## src/rtl/wtc_pkg.sv

```systemverilog
// Shared types for the write-through snooping cache controller.
// Assumes: nothing beyond a single clock domain.
package wtc_pkg;

    // Controller sequencing: idle, arbitration, command, data, response.
    typedef enum logic [2:0] {
        ST_IDLE = 3'd0,
        ST_ARB  = 3'd1,
        ST_CMD  = 3'd2,
        ST_DATA = 3'd3,
        ST_RESP = 3'd4
    } wtc_state_e;

endpackage

```

## src/rtl/wtc_line_store.sv

```systemverilog
// Direct-mapped array of one-word lines with a Valid bit each.
// One combinational lookup port, one write port (fill or write-hit update)
// and one invalidate port. An invalidate naming the exact address being
// written in the same cycle discards the write and leaves the line Invalid.
// Assumes LINES is a power of two, at least 2, and below 2**ADDR_W.
module wtc_line_store #(
    parameter int ADDR_W = 16,
    parameter int DATA_W = 32,
    parameter int LINES  = 8
) (
    input  logic              clk,
    input  logic              rst_n,
    input  logic [ADDR_W-1:0] lk_addr,
    output logic              lk_hit,
    output logic [DATA_W-1:0] lk_data,
    input  logic              wr_en,
    input  logic [ADDR_W-1:0] wr_addr,
    input  logic [DATA_W-1:0] wr_data,
    input  logic              inv_en,
    input  logic [ADDR_W-1:0] inv_addr
);
    localparam int IDX_W = $clog2(LINES);
    localparam int TAG_W = ADDR_W - IDX_W;

    logic [LINES-1:0]  valid_q;
    logic [TAG_W-1:0]  tag_q  [LINES];
    logic [DATA_W-1:0] data_q [LINES];

    logic [IDX_W-1:0] lk_idx, wr_idx, inv_idx;
    logic [TAG_W-1:0] lk_tag, inv_tag;
    logic             fill_killed;

    assign lk_idx  = lk_addr[IDX_W-1:0];
    assign lk_tag  = lk_addr[ADDR_W-1:IDX_W];
    assign wr_idx  = wr_addr[IDX_W-1:0];
    assign inv_idx = inv_addr[IDX_W-1:0];
    assign inv_tag = inv_addr[ADDR_W-1:IDX_W];

    // Same-cycle collision of a write and a foreign invalidate on one address.
    assign fill_killed = wr_en && inv_en && (inv_addr == wr_addr);

    // Lookup: hit when the indexed line is Valid and its tag matches.
    assign lk_hit  = valid_q[lk_idx] && (tag_q[lk_idx] == lk_tag);
    assign lk_data = data_q[lk_idx];

    for (genvar g = 0; g < LINES; g++) begin : g_line
        logic wr_sel, inv_match;
        assign wr_sel    = wr_en && (wr_idx == IDX_W'(g));
        assign inv_match = inv_en && (inv_idx == IDX_W'(g)) && valid_q[g] &&
                           (tag_q[g] == inv_tag);

        // Per-line state update: collision kills, writes load, matches invalidate.
        always_ff @(posedge clk) begin
            if (!rst_n) begin
                valid_q[g] <= 1'b0;
            end else if (wr_sel && fill_killed) begin
                valid_q[g] <= 1'b0;
            end else if (wr_sel) begin
                valid_q[g] <= 1'b1;
                tag_q[g]   <= wr_addr[ADDR_W-1:IDX_W];
                data_q[g]  <= wr_data;
            end else if (inv_match) begin
                valid_q[g] <= 1'b0;
            end
        end
    end
endmodule

```

## src/rtl/wtc_snoop_filter.sv

```systemverilog
// Turns the observed shared-bus traffic into an invalidate request.
// Only foreign writes qualify; reads and this agent's own transactions
// are dropped. Tag comparison against the stored line is done in the store.
// Assumes one transaction per cycle at most on the snoop inputs.
module wtc_snoop_filter #(
    parameter int ADDR_W   = 16,
    parameter int SRC_W    = 2,
    parameter int AGENT_ID = 1
) (
    input  logic              snp_valid,
    input  logic              snp_write,
    input  logic [SRC_W-1:0]  snp_src,
    input  logic [ADDR_W-1:0] snp_addr,
    output logic              inv_en,
    output logic [ADDR_W-1:0] inv_addr
);
    localparam logic [SRC_W-1:0] SELF = SRC_W'(AGENT_ID);

    // Qualify: a write, visible on the bus, mastered by someone else.
    always_comb begin
        inv_en   = snp_valid && snp_write && (snp_src != SELF);
        inv_addr = snp_addr;
    end
endmodule

```

## src/rtl/wtc_bus_fsm.sv

```systemverilog
// Request sequencer: takes one processor request at a time, answers read
// hits locally, and runs arbitration, command and data phases for misses
// and for every write. Issues fills and write-hit updates to the store.
// Assumes the arbiter keeps the grant while the request stays high and
// that memory raises bus_ack once per transaction, in the data phase.
module wtc_bus_fsm
    import wtc_pkg::*;
#(
    parameter int ADDR_W = 16,
    parameter int DATA_W = 32
) (
    input  logic              clk,
    input  logic              rst_n,
    input  logic              cpu_req_valid,
    input  logic              cpu_req_write,
    input  logic [ADDR_W-1:0] cpu_req_addr,
    input  logic [DATA_W-1:0] cpu_req_wdata,
    output logic              cpu_ready,
    output logic [DATA_W-1:0] cpu_rdata,
    output logic              bus_req,
    input  logic              bus_gnt,
    output logic              bus_cmd_valid,
    output logic              bus_cmd_write,
    output logic [ADDR_W-1:0] bus_addr,
    output logic [DATA_W-1:0] bus_wdata,
    input  logic              bus_ack,
    input  logic [DATA_W-1:0] bus_rdata,
    output logic [ADDR_W-1:0] lk_addr,
    input  logic              lk_hit,
    input  logic [DATA_W-1:0] lk_data,
    output logic              wr_en,
    output logic [ADDR_W-1:0] wr_addr,
    output logic [DATA_W-1:0] wr_data
);
    wtc_state_e        state_q, state_d;
    logic              op_write_q;
    logic [ADDR_W-1:0] op_addr_q;
    logic [DATA_W-1:0] op_wdata_q;
    logic [DATA_W-1:0] rdata_q;
    logic              accept, on_bus, finish;

    assign accept = (state_q == ST_IDLE) && cpu_req_valid;
    assign on_bus = (state_q == ST_CMD) || (state_q == ST_DATA);
    assign finish = (state_q == ST_DATA) && bus_ack;

    // Lookup follows the new request while idle, the held one otherwise.
    assign lk_addr = (state_q == ST_IDLE) ? cpu_req_addr : op_addr_q;

    // Next-state selection for the request sequence.
    always_comb begin
        state_d = state_q;
        unique case (state_q)
            ST_IDLE: if (accept) state_d = (!cpu_req_write && lk_hit) ? ST_RESP : ST_ARB;
            ST_ARB:  if (bus_gnt) state_d = ST_CMD;
            ST_CMD:  state_d = ST_DATA;
            ST_DATA: if (bus_ack) state_d = ST_RESP;
            ST_RESP: state_d = ST_IDLE;
            default: state_d = ST_IDLE;
        endcase
    end

    // State register.
    always_ff @(posedge clk) begin
        if (!rst_n) state_q <= ST_IDLE;
        else        state_q <= state_d;
    end

    // Capture the accepted request; it is held until the response.
    always_ff @(posedge clk) begin
        if (!rst_n) begin
            op_write_q <= 1'b0;
            op_addr_q  <= '0;
            op_wdata_q <= '0;
        end else if (accept) begin
            op_write_q <= cpu_req_write;
            op_addr_q  <= cpu_req_addr;
            op_wdata_q <= cpu_req_wdata;
        end
    end

    // Read result: stored word on a hit, memory word on a bus read.
    always_ff @(posedge clk) begin
        if (!rst_n) begin
            rdata_q <= '0;
        end else if (accept && !cpu_req_write && lk_hit) begin
            rdata_q <= lk_data;
        end else if (finish && !op_write_q) begin
            rdata_q <= bus_rdata;
        end
    end

    // Store updates: fill on every read ack, update only if the line still hits.
    assign wr_en   = finish && (!op_write_q || lk_hit);
    assign wr_addr = op_addr_q;
    assign wr_data = op_write_q ? op_wdata_q : bus_rdata;

    // Bus drive: request through all bus phases, address only when granted.
    assign bus_req       = (state_q == ST_ARB) || on_bus;
    assign bus_cmd_valid = (state_q == ST_CMD);
    assign bus_cmd_write = on_bus && op_write_q;
    assign bus_addr      = on_bus ? op_addr_q : '0;
    assign bus_wdata     = (on_bus && op_write_q) ? op_wdata_q : '0;

    // Processor response.
    assign cpu_ready = (state_q == ST_RESP);
    assign cpu_rdata = rdata_q;
endmodule

```

## src/rtl/wt_snoop_ctrl.sv

```systemverilog
// Write-through, no-write-allocate cache controller with snoop invalidation
// for an atomic shared bus. Instantiates the sequencer, the line store and
// the snoop filter. Assumes the snoop inputs show every bus transaction,
// including this agent's own, tagged with the master's agent number.
module wt_snoop_ctrl #(
    parameter int ADDR_W   = 16,
    parameter int DATA_W   = 32,
    parameter int LINES    = 8,
    parameter int SRC_W    = 2,
    parameter int AGENT_ID = 1
) (
    input  logic              clk,
    input  logic              rst_n,
    input  logic              cpu_req_valid,
    input  logic              cpu_req_write,
    input  logic [ADDR_W-1:0] cpu_req_addr,
    input  logic [DATA_W-1:0] cpu_req_wdata,
    output logic              cpu_ready,
    output logic [DATA_W-1:0] cpu_rdata,
    output logic              bus_req,
    input  logic              bus_gnt,
    output logic              bus_cmd_valid,
    output logic              bus_cmd_write,
    output logic [ADDR_W-1:0] bus_addr,
    output logic [DATA_W-1:0] bus_wdata,
    input  logic              bus_ack,
    input  logic [DATA_W-1:0] bus_rdata,
    input  logic              snp_valid,
    input  logic              snp_write,
    input  logic [SRC_W-1:0]  snp_src,
    input  logic [ADDR_W-1:0] snp_addr
);
    logic [ADDR_W-1:0] lk_addr, wr_addr, inv_addr;
    logic              lk_hit, wr_en, inv_en;
    logic [DATA_W-1:0] lk_data, wr_data;

    wtc_bus_fsm #(.ADDR_W(ADDR_W), .DATA_W(DATA_W)) u_fsm (
        .clk           (clk),
        .rst_n         (rst_n),
        .cpu_req_valid (cpu_req_valid),
        .cpu_req_write (cpu_req_write),
        .cpu_req_addr  (cpu_req_addr),
        .cpu_req_wdata (cpu_req_wdata),
        .cpu_ready     (cpu_ready),
        .cpu_rdata     (cpu_rdata),
        .bus_req       (bus_req),
        .bus_gnt       (bus_gnt),
        .bus_cmd_valid (bus_cmd_valid),
        .bus_cmd_write (bus_cmd_write),
        .bus_addr      (bus_addr),
        .bus_wdata     (bus_wdata),
        .bus_ack       (bus_ack),
        .bus_rdata     (bus_rdata),
        .lk_addr       (lk_addr),
        .lk_hit        (lk_hit),
        .lk_data       (lk_data),
        .wr_en         (wr_en),
        .wr_addr       (wr_addr),
        .wr_data       (wr_data)
    );

    wtc_line_store #(.ADDR_W(ADDR_W), .DATA_W(DATA_W), .LINES(LINES)) u_store (
        .clk      (clk),
        .rst_n    (rst_n),
        .lk_addr  (lk_addr),
        .lk_hit   (lk_hit),
        .lk_data  (lk_data),
        .wr_en    (wr_en),
        .wr_addr  (wr_addr),
        .wr_data  (wr_data),
        .inv_en   (inv_en),
        .inv_addr (inv_addr)
    );

    wtc_snoop_filter #(.ADDR_W(ADDR_W), .SRC_W(SRC_W), .AGENT_ID(AGENT_ID)) u_snoop (
        .snp_valid (snp_valid),
        .snp_write (snp_write),
        .snp_src   (snp_src),
        .snp_addr  (snp_addr),
        .inv_en    (inv_en),
        .inv_addr  (inv_addr)
    );
endmodule

```

## config.mk

```make
export PLATFORM = sky130hd
export DESIGN_NAME = wt_snoop_ctrl
export DESIGN_NICKNAME = d
export VERILOG_FILES = /design/src/rtl/wtc_pkg.sv /design/src/rtl/wtc_line_store.sv /design/src/rtl/wtc_snoop_filter.sv /design/src/rtl/wtc_bus_fsm.sv /design/src/rtl/wt_snoop_ctrl.sv
export SDC_FILE = /design/constraint.sdc
export NUM_CORES = 1
export LEC_CHECK = 0
export ABC_AREA = 0
export BUFFER_PORTS_ARGS = -buffer_cell sky130_fd_sc_hd__buf_4
export CELL_PAD_IN_SITES_DETAIL_PLACEMENT = 1
export CELL_PAD_IN_SITES_GLOBAL_PLACEMENT = 2
export CORE_MARGIN = 2
export CORE_UTILIZATION = 40
export DETAILED_ROUTE_END_ITERATION = 8
export GPL_TIMING_DRIVEN = 0
export MAX_ROUTING_LAYER = met4
export PLACE_DENSITY_LB_ADDON = 0.05
export SYNTH_ARGS = -nofsm -noshare
export SYNTH_HDL_FRONTEND = slang
export SYNTH_SLANG_ARGS = --single-unit
```

## constraint.sdc

```tcl
create_clock -name clk -period 6.2 [get_ports clk]
set_clock_uncertainty 0.15 [all_clocks]
set_input_delay 0.62 -clock clk [delete_from_list [all_inputs] [get_ports clk]]
set_output_delay 0.62 -clock clk [all_outputs]
set_load 0.005 [all_outputs]
```

==> report_table.html, run 1 <==
<table>
<tr><th>Metric</th><th>Value</th></tr>
<tr><th colspan="2">Critical path</th></tr>
<tr><td>Sequence of cells on the critical path</td><td>buf_4, buf_1, o31ai_1, o21ai_0, clkbuf_1, a32oi_1, mux2i_1, xor2_1, or3_1, or4_4, nand2_1, buf_2, and2_2</td></tr>
<tr><td>Category of cells accounting for the largest share of critical-path delay</td><td>simple AND/OR/NAND/NOR gates</td></tr>
<tr><td>Capturing instance or port of the critical path</td><td>u_store.data_q[6][16]$_DFFE_PP_</td></tr>
<tr><td>Worst R2R Setup Slack</td><td>120 ps</td></tr>
<tr><td>Buffers plus inverters on the worst setup path</td><td>4</td></tr>
<tr><td>Critical Path Max Stage Delay</td><td>830 ps</td></tr>
<tr><td>Critical-path maximum fanout</td><td>22</td></tr>
<tr><td>Crit. End Element</td><td>flip-flop</td></tr>
<tr><td>Reg-to-Reg End</td><td>u_store.data_q[6][16]$_DFFE_PP_</td></tr>
<tr><td>Critical path data required time</td><td>6260 ps</td></tr>
<tr><td>Launching element type of the critical path</td><td>flip-flop</td></tr>
<tr><td>Slowest stage cell on the critical path</td><td>o31ai_1</td></tr>
<tr><td>Worst setup path startpoint</td><td>u_fsm.state_q[0]$_SDFFE_PN0P_</td></tr>
<tr><td>Reg-to-reg startpoint</td><td>u_fsm.state_q[0]$_SDFFE_PN0P_</td></tr>
<tr><td>Length in cells of the worst reg-to-reg path</td><td>13</td></tr>
<tr><td>CP Data Arrival Time</td><td>6140 ps</td></tr>
<tr><td>CP Depth</td><td>13</td></tr>
<tr><td>Critical path class</td><td>flip-flop to flip-flop</td></tr>
<tr><th colspan="2">Global route</th></tr>
<tr><td>Initial antenna violation count</td><td>0</td></tr>
<tr><td>Pin count of the biggest net entering global routing</td><td>46</td></tr>
<tr><td>Global-route wire length before repair</td><td>120000 um</td></tr>
<tr><td>Total Routing Usage GR</td><td>30.4%</td></tr>
<tr><td>Leftover overflow at the end of global routing</td><td>0</td></tr>
<tr><td>Vias in the first global route</td><td>17385</td></tr>
<tr><th colspan="2">STA</th></tr>
<tr><td>Max Clk Rate</td><td>0.165 GHz</td></tr>
<tr><td>Worst slew margin relative to its limit</td><td>18.6%</td></tr>
<tr><td>Final critical delay including setup and external delays</td><td>6080 ps</td></tr>
<tr><td>Total count of max-transition violations in the final report</td><td>0</td></tr>
<tr><td>Tcrit/Tclk final</td><td>98.0%</td></tr>
<tr><td>RSZ-0062 raised after global routing</td><td>false</td></tr>
<tr><td>Final setup violation count</td><td>0</td></tr>
<tr><td>Final-report hold violation count</td><td>0</td></tr>
<tr><td>Slew @ Worst Pin</td><td>1220 ps</td></tr>
<tr><td>Worst Hold Margin</td><td>132 ps</td></tr>
<tr><th colspan="2">Run status</th></tr>
<tr><td>Outcome</td><td>complete, no violations</td></tr>
<tr><th colspan="2">Power and ir drop</th></tr>
<tr><td>Overall Power</td><td>7.25 mW</td></tr>
<tr><td>Total power divided by cell area</td><td>284 nW/um^2</td></tr>
<tr><td>Leak pwr</td><td>9.28 nW</td></tr>
<tr><td>Max VDD drop</td><td>203 uV</td></tr>
<tr><th colspan="2">Detailed routing</th></tr>
<tr><td>Routed wire length per instance</td><td>28.7 um</td></tr>
<tr><td>DR pass1 iterations</td><td>5</td></tr>
<tr><td>Detailed router's first-iteration violation count</td><td>1454</td></tr>
<tr><td>Via-per-instance ratio</td><td>5.78</td></tr>
<tr><td>Via count</td><td>16659</td></tr>
<tr><td>Antenna viol nets, final</td><td>0</td></tr>
<tr><td>Drc violations</td><td>0</td></tr>
<tr><td>Detailed-route wire length</td><td>82600 um</td></tr>
<tr><th colspan="2">Floorplan</th></tr>
<tr><td>Die span in x</td><td>236 um</td></tr>
<tr><td>Die Y</td><td>236 um</td></tr>
<tr><td>Number of primary I/O pins</td><td>190</td></tr>
<tr><td>Standard-cell row count</td><td>85</td></tr>
<tr><td>DIE AREA</td><td>55700 um^2</td></tr>
<tr><td>Starting utilization of the core area</td><td>40.3%</td></tr>
<tr><td>Placeable core area</td><td>53500 um^2</td></tr>
<tr><th colspan="2">Layout</th></tr>
<tr><td>Layout overhead on the synthesized area</td><td>18.4%</td></tr>
<tr><td>Layout fillers</td><td>5747</td></tr>
<tr><td>Total Nets Final</td><td>2250</td></tr>
<tr><td>Final instance count without filler cells</td><td>2880</td></tr>
<tr><td>Fraction of layout cells with a size suffix above 1</td><td>16.9%</td></tr>
<tr><th colspan="2">Clock network</th></tr>
<tr><td>Clk Latency, worst-skew pair</td><td>600 ps</td></tr>
<tr><td>Number of sinks handled by clock tree synthesis</td><td>452</td></tr>
<tr><td>Clock slew at reported path FFs</td><td>60 ps</td></tr>
<tr><td>Post-CTS Setup Bufs</td><td>0</td></tr>
<tr><td>Bufs on Longest Clock Path</td><td>3</td></tr>
<tr><td>Clock buffers created by TritonCTS</td><td>49</td></tr>
<tr><td>Number of levels in the clock H-tree</td><td>2</td></tr>
<tr><td>Root buffer selected by CTS</td><td>clkbuf_16</td></tr>
<tr><td>Clock tree from TritonCTS</td><td>yes</td></tr>
<tr><th colspan="2">Logic synthesis</th></tr>
<tr><td>Average instance area after synthesis</td><td>11.3 um^2</td></tr>
<tr><td>Sequential share of the synthesized area</td><td>58.7%</td></tr>
<tr><td>Post-synth design cell area</td><td>21500 um^2</td></tr>
<tr><td>Most common cell in the synthesized netlist</td><td>nand2_1</td></tr>
<tr><td>Synthesized instance count</td><td>1911</td></tr>
<tr><td>Area share of the largest cell type after synthesis</td><td>50.2%</td></tr>
<tr><td>Number of synthesized register bits</td><td>452</td></tr>
<tr><td>Cell types occupying the most area after synthesis</td><td>edfxtp_1, dfxtp_1, nand2_1</td></tr>
<tr><td>Net count of the mapped netlist</td><td>2017</td></tr>
<tr><td>Main flop type after synthesis</td><td>edfxtp_1</td></tr>
<tr><td>Number of enable-type register cells in the synthesized netlist</td><td>360</td></tr>
<tr><td>Top cell type by total area after synthesis</td><td>edfxtp_1</td></tr>
<tr><td>Synth top cells by count</td><td>nand2_1, edfxtp_1, nand3_1</td></tr>
<tr><td>Async set-or-reset flop fraction in the synthesized netlist</td><td>0%</td></tr>
<tr><td>Library cells used by synthesis</td><td>67</td></tr>
<tr><td>Synth Warn #</td><td>0</td></tr>
<tr><th colspan="2">Placement</th></tr>
<tr><td>Final weighted congestion of routability-driven global placement</td><td>0.930</td></tr>
<tr><td>Final HPWL DP</td><td>58000 um</td></tr>
<tr><td>Number of instances in the placed design</td><td>2788</td></tr>
<tr><td>Port buffer count</td><td>174</td></tr>
<tr><th colspan="2">Flow run</th></tr>
<tr><td>MaxCap Viol Count</td><td>0</td></tr>
<tr><th colspan="2">Hold path</th></tr>
<tr><td>Class of the most critical hold timing path</td><td>input pin to flip-flop</td></tr>
</table>
-- worst register-to-register path, cell delays in order (launching register included) --
cell	delay, ps
dfxtp_1	310
buf_4	190
buf_1	240
o31ai_1	830
o21ai_0	520
clkbuf_1	540
a32oi_1	390
mux2i_1	140
xor2_1	210
or3_1	320
or4_4	540
nand2_1	250
buf_2	280
and2_2	780
-- registers in the layout (all words and copies together), names as in the netlist --
name	cells
u_fsm.state_q	3
u_store.tag_q	104
u_store.valid_q	8
u_fsm.wr_addr	16
u_store.data_q	256
u_fsm.op_write_q	1
u_fsm.cpu_rdata	32
u_fsm.op_wdata_q	32
-- metrics by stage --
step                      setup WS [ps]  utilization, %  instance area (um^2)  TNS [ps]
final                               124            47.7                 25500         0
after global routing               91.8            47.7                 25500         0
after CTS                           251            47.7                 25500         0
after detailed placement            321            44.7                 23900         0
after global placement            -1410            44.3                 23700   -469810
after floorplan                    1200               -                 21500         0
-- logic make-up (layout without fill, tap and decap cells) --
| group | count (synthesis) | after routing | share of synthesized area, % |
|---|---|---|---|
| other | 0 | 1 | 0 |
| xor gates and xnor gates | 137 | 137 | 5.57 |
| and+or+nand+nor | 867 | 868 | 19.1 |
| AOI/OAI and AO/OA | 190 | 190 | 6.81 |
| buffers and inverters | 157 | 428 | 3.02 |
| DFF | 452 | 452 | 58.7 |
| muxes | 108 | 108 | 6.76 |
-- final cells by class --
type | count | area (um^2) | area share, %
antenna | 1 | 2.50 | 0.00981
clock inverter | 24 | 194 | 0.760
timing repair buffer | 181 | 1480 | 5.82
multi-input combinational | 1303 | 8280 | 32.4
clock buffer | 66 | 1380 | 5.42
tap | 696 | 871 | 3.41
sequential | 452 | 12700 | 49.6
inverter | 10 | 37.5 | 0.147
buffer | 147 | 613 | 2.40
-- where the power goes --
part / switching [mW] / internal [mW]
Combinational: 0.648 / 0.302
Clock: 1.25 / 1.68
Sequential: 0.0465 / 3.32
-- timing repair --
action                     in CTS  in global routing
gates resized for setup         0                  0
setup endpoints to repair       0                 12
hold buffers                    0                  0
-- metal layers --
metal	share of wire (%)	GRT usage (%)	vias up	routed length (um)
met1	44	39.9	8525	36100
met4	3.8	10.9	0	3120
met5	0	-	-	0
li1	-	-	7408	-
met2	47	48.2	577	38600
met3	5.9	4.62	149	4860
-- worst min-delay path by stage --
stage | slack (ps) | start | depth (start not counted) | endpoint
floorplan | 300 | u_fsm.op_wdata_q[31]$_SDFFE_PN0P_ | 2 | u_fsm.op_wdata_q[31]$_SDFFE_PN0P_
global placement | 310 | u_fsm.op_wdata_q[8]$_SDFFE_PN0P_ | 2 | u_fsm.op_wdata_q[8]$_SDFFE_PN0P_
detailed placement | 320 | u_fsm.op_wdata_q[8]$_SDFFE_PN0P_ | 2 | u_fsm.op_wdata_q[8]$_SDFFE_PN0P_
CTS | 120 | bus_rdata[13] | 3 | u_fsm.cpu_rdata[13]$_SDFFE_PN0P_
global route | 140 | cpu_req_wdata[16] | 3 | u_fsm.op_wdata_q[16]$_SDFFE_PN0P_
finish | 130 | bus_rdata[13] | 3 | u_fsm.cpu_rdata[13]$_SDFFE_PN0P_
-- cell usage in the layout (no fill, tap or decap), types with 6 or more instances in the layout --
master     instances
nand2_1          443
edfxtp_1         360
buf_4            179
nand3_1          174
xnor2_1          123
clkbuf_1         112
dfxtp_1           92
and3_1            91
clkbuf_16         52
a21boi_0          49
mux2i_1           42
mux2_2            40
nand4_1           31
a311o_1           28
mux4_2            26
and2_1            22
o21ai_0           22
nor2_1            21
buf_1             20
a21oi_1           20
buf_2             19
nor3_1            15
xor2_1            14
nor4_1            14
clkinv_1          12
inv_1             10
a211oi_1          10
and2_4             9
nand2b_1           8
or3_1              7
clkinv_2           7
o211ai_1           6
o31a_1             6
No activity file was read; power rests on OpenSTA's default activity.
==> run 2: changes to the inputs <==
Settings changed: CTS_BUF_LIST set to sky130_fd_sc_hd__clkbuf_16.
==> run 2 against run 1 <==
Net effect:
- worst hold slack about the same
- count of clock-buffer cells in the layout down 14
- sequential share of layout area rose by 0.063 points
- combinational power is essentially flat
- utilization fell by 0.061 points
- total power shrank 0.77%
- register-to-register slack lost 30 ps
- setup slack worse by 35 ps
- maximum frequency shrank 0.57%
- critical path type unchanged
- critical endpoint unchanged
==> report_table.html, run 2 (synthesized netlist as in run 1, its figures left out) <==
<table>
<tr><th>Metric</th><th>Value</th></tr>
<tr><th colspan="2">Clock network</th></tr>
<tr><td>Bufs on Longest Clock Path</td><td>3 (unchanged)</td></tr>
<tr><td>Count of instances resized after the clock tree is built</td><td>0 (unchanged)</td></tr>
<tr><td>Clock slew at reported path FFs</td><td>60 ps (about the same)</td></tr>
<tr><td>Clock tree from TritonCTS</td><td>yes</td></tr>
<tr><td>Clock buffers created by TritonCTS</td><td>49 (unchanged)</td></tr>
<tr><td>Clk Latency, worst-skew pair</td><td>610 ps (about the same)</td></tr>
<tr><td>Number of levels in the clock H-tree</td><td>2 (unchanged)</td></tr>
<tr><td>Number of sinks handled by clock tree synthesis</td><td>452 (unchanged)</td></tr>
<tr><td>Root buffer selected by CTS</td><td>clkbuf_16</td></tr>
<tr><th colspan="2">Layout</th></tr>
<tr><td>Leading cell type in the layout, fill and taps excluded</td><td>nand2_1</td></tr>
<tr><td>Register name with the most flops</td><td>u_store.data_q</td></tr>
<tr><td>Layout overhead on the synthesized area</td><td>18.3%</td></tr>
<tr><td>Leading cell types in the layout, fill and taps excluded</td><td>nand2_1, edfxtp_1, buf_4, nand3_1, xnor2_1</td></tr>
<tr><td>Post-route cell area</td><td>25500 um^2 (-0.13%)</td></tr>
<tr><td>Number of diodes</td><td>0 (-1)</td></tr>
<tr><td>Flip-flop count of the largest register after layout</td><td>256 (unchanged)</td></tr>
<tr><td>Final instance count without filler cells</td><td>2879 (-0.035%)</td></tr>
<tr><td>Total Nets Final</td><td>2250 (unchanged)</td></tr>
<tr><td>Registers with the most flip-flops</td><td>u_store.data_q (256), u_store.tag_q (104)</td></tr>
<tr><td>Fraction of layout cells with a size suffix above 1</td><td>16.8% (-0.14 points)</td></tr>
<tr><th colspan="2">Placement</th></tr>
<tr><td>Final weighted congestion of routability-driven global placement</td><td>0.930 (unchanged)</td></tr>
<tr><td>Placed inst area</td><td>23900 um^2 (unchanged)</td></tr>
<tr><td>Number of instances in the placed design</td><td>2788 (unchanged)</td></tr>
<tr><td>Final HPWL DP</td><td>58000 um (unchanged)</td></tr>
<tr><td>Port buffer count</td><td>174 (unchanged)</td></tr>
<tr><th colspan="2">Detailed routing</th></tr>
<tr><td>Detailed-route wire length</td><td>82600 um (about the same)</td></tr>
<tr><td>DR pass1 iterations</td><td>5 (unchanged)</td></tr>
<tr><td>Antenna viol nets, final</td><td>0 (unchanged)</td></tr>
<tr><td>Via-per-instance ratio</td><td>5.78 (about the same)</td></tr>
<tr><td>Via count</td><td>16653 (-0.036%)</td></tr>
<tr><td>Routed wire length per instance</td><td>28.7 um (about the same)</td></tr>
<tr><td>Detailed router's first-iteration violation count</td><td>1409 (-3.1%)</td></tr>
<tr><td>Drc violations</td><td>0 (unchanged)</td></tr>
<tr><th colspan="2">Critical path</th></tr>
<tr><td>Critical path class</td><td>flip-flop to flip-flop</td></tr>
<tr><td>Category of cells accounting for the largest share of critical-path delay</td><td>simple AND/OR/NAND/NOR gates</td></tr>
<tr><td>Buffers plus inverters on the worst setup path</td><td>4 (unchanged)</td></tr>
<tr><td>Slowest stage cell on the critical path</td><td>o31ai_1</td></tr>
<tr><td>Critical Path Max Stage Delay</td><td>840 ps (about the same)</td></tr>
<tr><td>Critical-path maximum fanout</td><td>22 (unchanged)</td></tr>
<tr><td>Sequence of cells on the critical path</td><td>buf_4, buf_1, o31ai_1, o21ai_0, clkbuf_1, a32oi_1, mux2i_1, xor2_1, or3_1, or4_4, nand2_1, buf_2, and2_2</td></tr>
<tr><td>Critical path data required time</td><td>6270 ps (about the same)</td></tr>
<tr><td>Length in cells of the worst reg-to-reg path</td><td>13 (unchanged)</td></tr>
<tr><td>Launching element type of the critical path</td><td>flip-flop</td></tr>
<tr><td>CP Data Arrival Time</td><td>6180 ps (+40 ps)</td></tr>
<tr><td>Crit. End Element</td><td>flip-flop</td></tr>
<tr><td>CP Depth</td><td>13 (unchanged)</td></tr>
<tr><th colspan="2">STA</th></tr>
<tr><td>Final-report hold violation count</td><td>0 (unchanged)</td></tr>
<tr><td>RSZ-0062 raised after global routing</td><td>false</td></tr>
<tr><td>Final setup violation count</td><td>0 (unchanged)</td></tr>
<tr><td>Tcrit/Tclk final</td><td>98.6% (+0.56 points)</td></tr>
<tr><td>Sum of negative setup slack</td><td>0 ps (unchanged)</td></tr>
<tr><td>Worst slew margin relative to its limit</td><td>20.8% (+2.2 points)</td></tr>
<tr><td>Total count of max-transition violations in the final report</td><td>0 (unchanged)</td></tr>
<tr><td>Slew @ Worst Pin</td><td>1190 ps (-33.5 ps)</td></tr>
<tr><td>Final critical delay including setup and external delays</td><td>6110 ps (+34.6 ps)</td></tr>
<tr><td>Max Clk Rate</td><td>0.164 GHz (-0.57%)</td></tr>
<tr><th colspan="2">Run status</th></tr>
<tr><td>Outcome</td><td>complete, no violations</td></tr>
<tr><th colspan="2">Power and ir drop</th></tr>
<tr><td>Leak pwr</td><td>9.30 nW (+0.31%)</td></tr>
<tr><td>Overall Power</td><td>7.19 mW (-0.77%)</td></tr>
<tr><td>Total power divided by cell area</td><td>282 nW/um^2 (-0.64%)</td></tr>
<tr><td>Max VDD drop</td><td>203 uV (about the same)</td></tr>
<tr><th colspan="2">Hold path</th></tr>
<tr><td>Worst hold stages</td><td>3 (unchanged)</td></tr>
<tr><td>Class of the most critical hold timing path</td><td>input pin to flip-flop</td></tr>
<tr><th colspan="2">Floorplan</th></tr>
<tr><td>Number of primary I/O pins</td><td>190 (unchanged)</td></tr>
<tr><td>DIE AREA</td><td>55700 um^2 (unchanged)</td></tr>
<tr><td>Die span in x</td><td>236 um (unchanged)</td></tr>
<tr><td>Standard-cell row count</td><td>85 (unchanged)</td></tr>
<tr><td>Placeable core area</td><td>53500 um^2 (unchanged)</td></tr>
<tr><td>Starting utilization of the core area</td><td>40.3% (unchanged)</td></tr>
<tr><td>Die Y</td><td>236 um (unchanged)</td></tr>
<tr><th colspan="2">Global route</th></tr>
<tr><td>Pin count of the biggest net entering global routing</td><td>46 (unchanged)</td></tr>
<tr><td>Leftover overflow at the end of global routing</td><td>0 (unchanged)</td></tr>
<tr><td>Vias in the first global route</td><td>17369 (-0.092%)</td></tr>
<tr><td>Total Routing Usage GR</td><td>30.4% (about the same)</td></tr>
<tr><td>Global-route wire length before repair</td><td>119000 um (about the same)</td></tr>
<tr><td>Initial antenna violation count</td><td>0 (unchanged)</td></tr>
<tr><th colspan="2">Flow run</th></tr>
<tr><td>MaxCap Viol Count</td><td>0 (unchanged)</td></tr>
</table>
==> run 2: changes by cell type in the layout (fill, tap and decap cells not counted), sizes merged <==
cell,before,now
diode,1,0
clkbuf,167,153
inv,10,21
clkinv,20,23
==> run 2: metrics by stage <==
| stage | hold slack (ps) | setup slack (ps) | utilization [%] |
|---|---|---|---|
| final | 131 | 89.0 | 47.6 |
| after global routing | 138 | 91.8 | 47.6 |
| after CTS | 116 | 252 | 47.6 |
| after detailed placement | 325 | 321 | 44.7 |
| after global placement | 314 | -1410 | 44.3 |
| after floorplan | 299 | 1200 | - |
==> run 2: per-layer routing <==
layer	track usage [%]	wire length, um
met5	-	0
met4	10.8	3100
met3	4.67	5050
met2	48.2	38600
met1	39.9	35800
==> run 2: cell type report <==
cell class / count / area (um^2)
plain buffers: 147 / 613
clock buffers: 52 / 1300
clock inverters: 38 / 246
fillers: 5751 / 28000
inverters: 10 / 37.5
multi-input cells: 1303 / 8280
flip-flops and latches: 452 / 12700
well taps: 696 / 871
repair buffers: 181 / 1480
==> run 2: timing repair <==
item	in CTS	in global routing
buffers inserted	0	0
endpoints found under the setup margin	0	13
hold buffers	0	0
==> run 2: worst min-delay path, delay by kind of cell <==
kind                   cells  cell delay, ps
buffers and inverters      1             100
and+or+nand+nor            1              60
AOI/OAI and AO/OA          1              70
==> run 2: worst paths after layout <==
kind                                     startpoint  slack (ps)                                 to
setup / recovery      u_fsm.state_q[0]$_SDFFE_PN0P_          90    u_store.data_q[6][16]$_DFFE_PP_
hold / removal                        bus_rdata[13]         130   u_fsm.cpu_rdata[13]$_SDFFE_PN0P_
setup reg to reg      u_fsm.state_q[0]$_SDFFE_PN0P_          90    u_store.data_q[6][16]$_DFFE_PP_
hold reg to reg   u_fsm.op_wdata_q[19]$_SDFFE_PN0P_         330  u_fsm.op_wdata_q[19]$_SDFFE_PN0P_
==> run 2: power by group <==
group	internal [mW]	switching, mW
logic	0.302	0.646
clock network	1.63	1.25
registers	3.32	0.0464
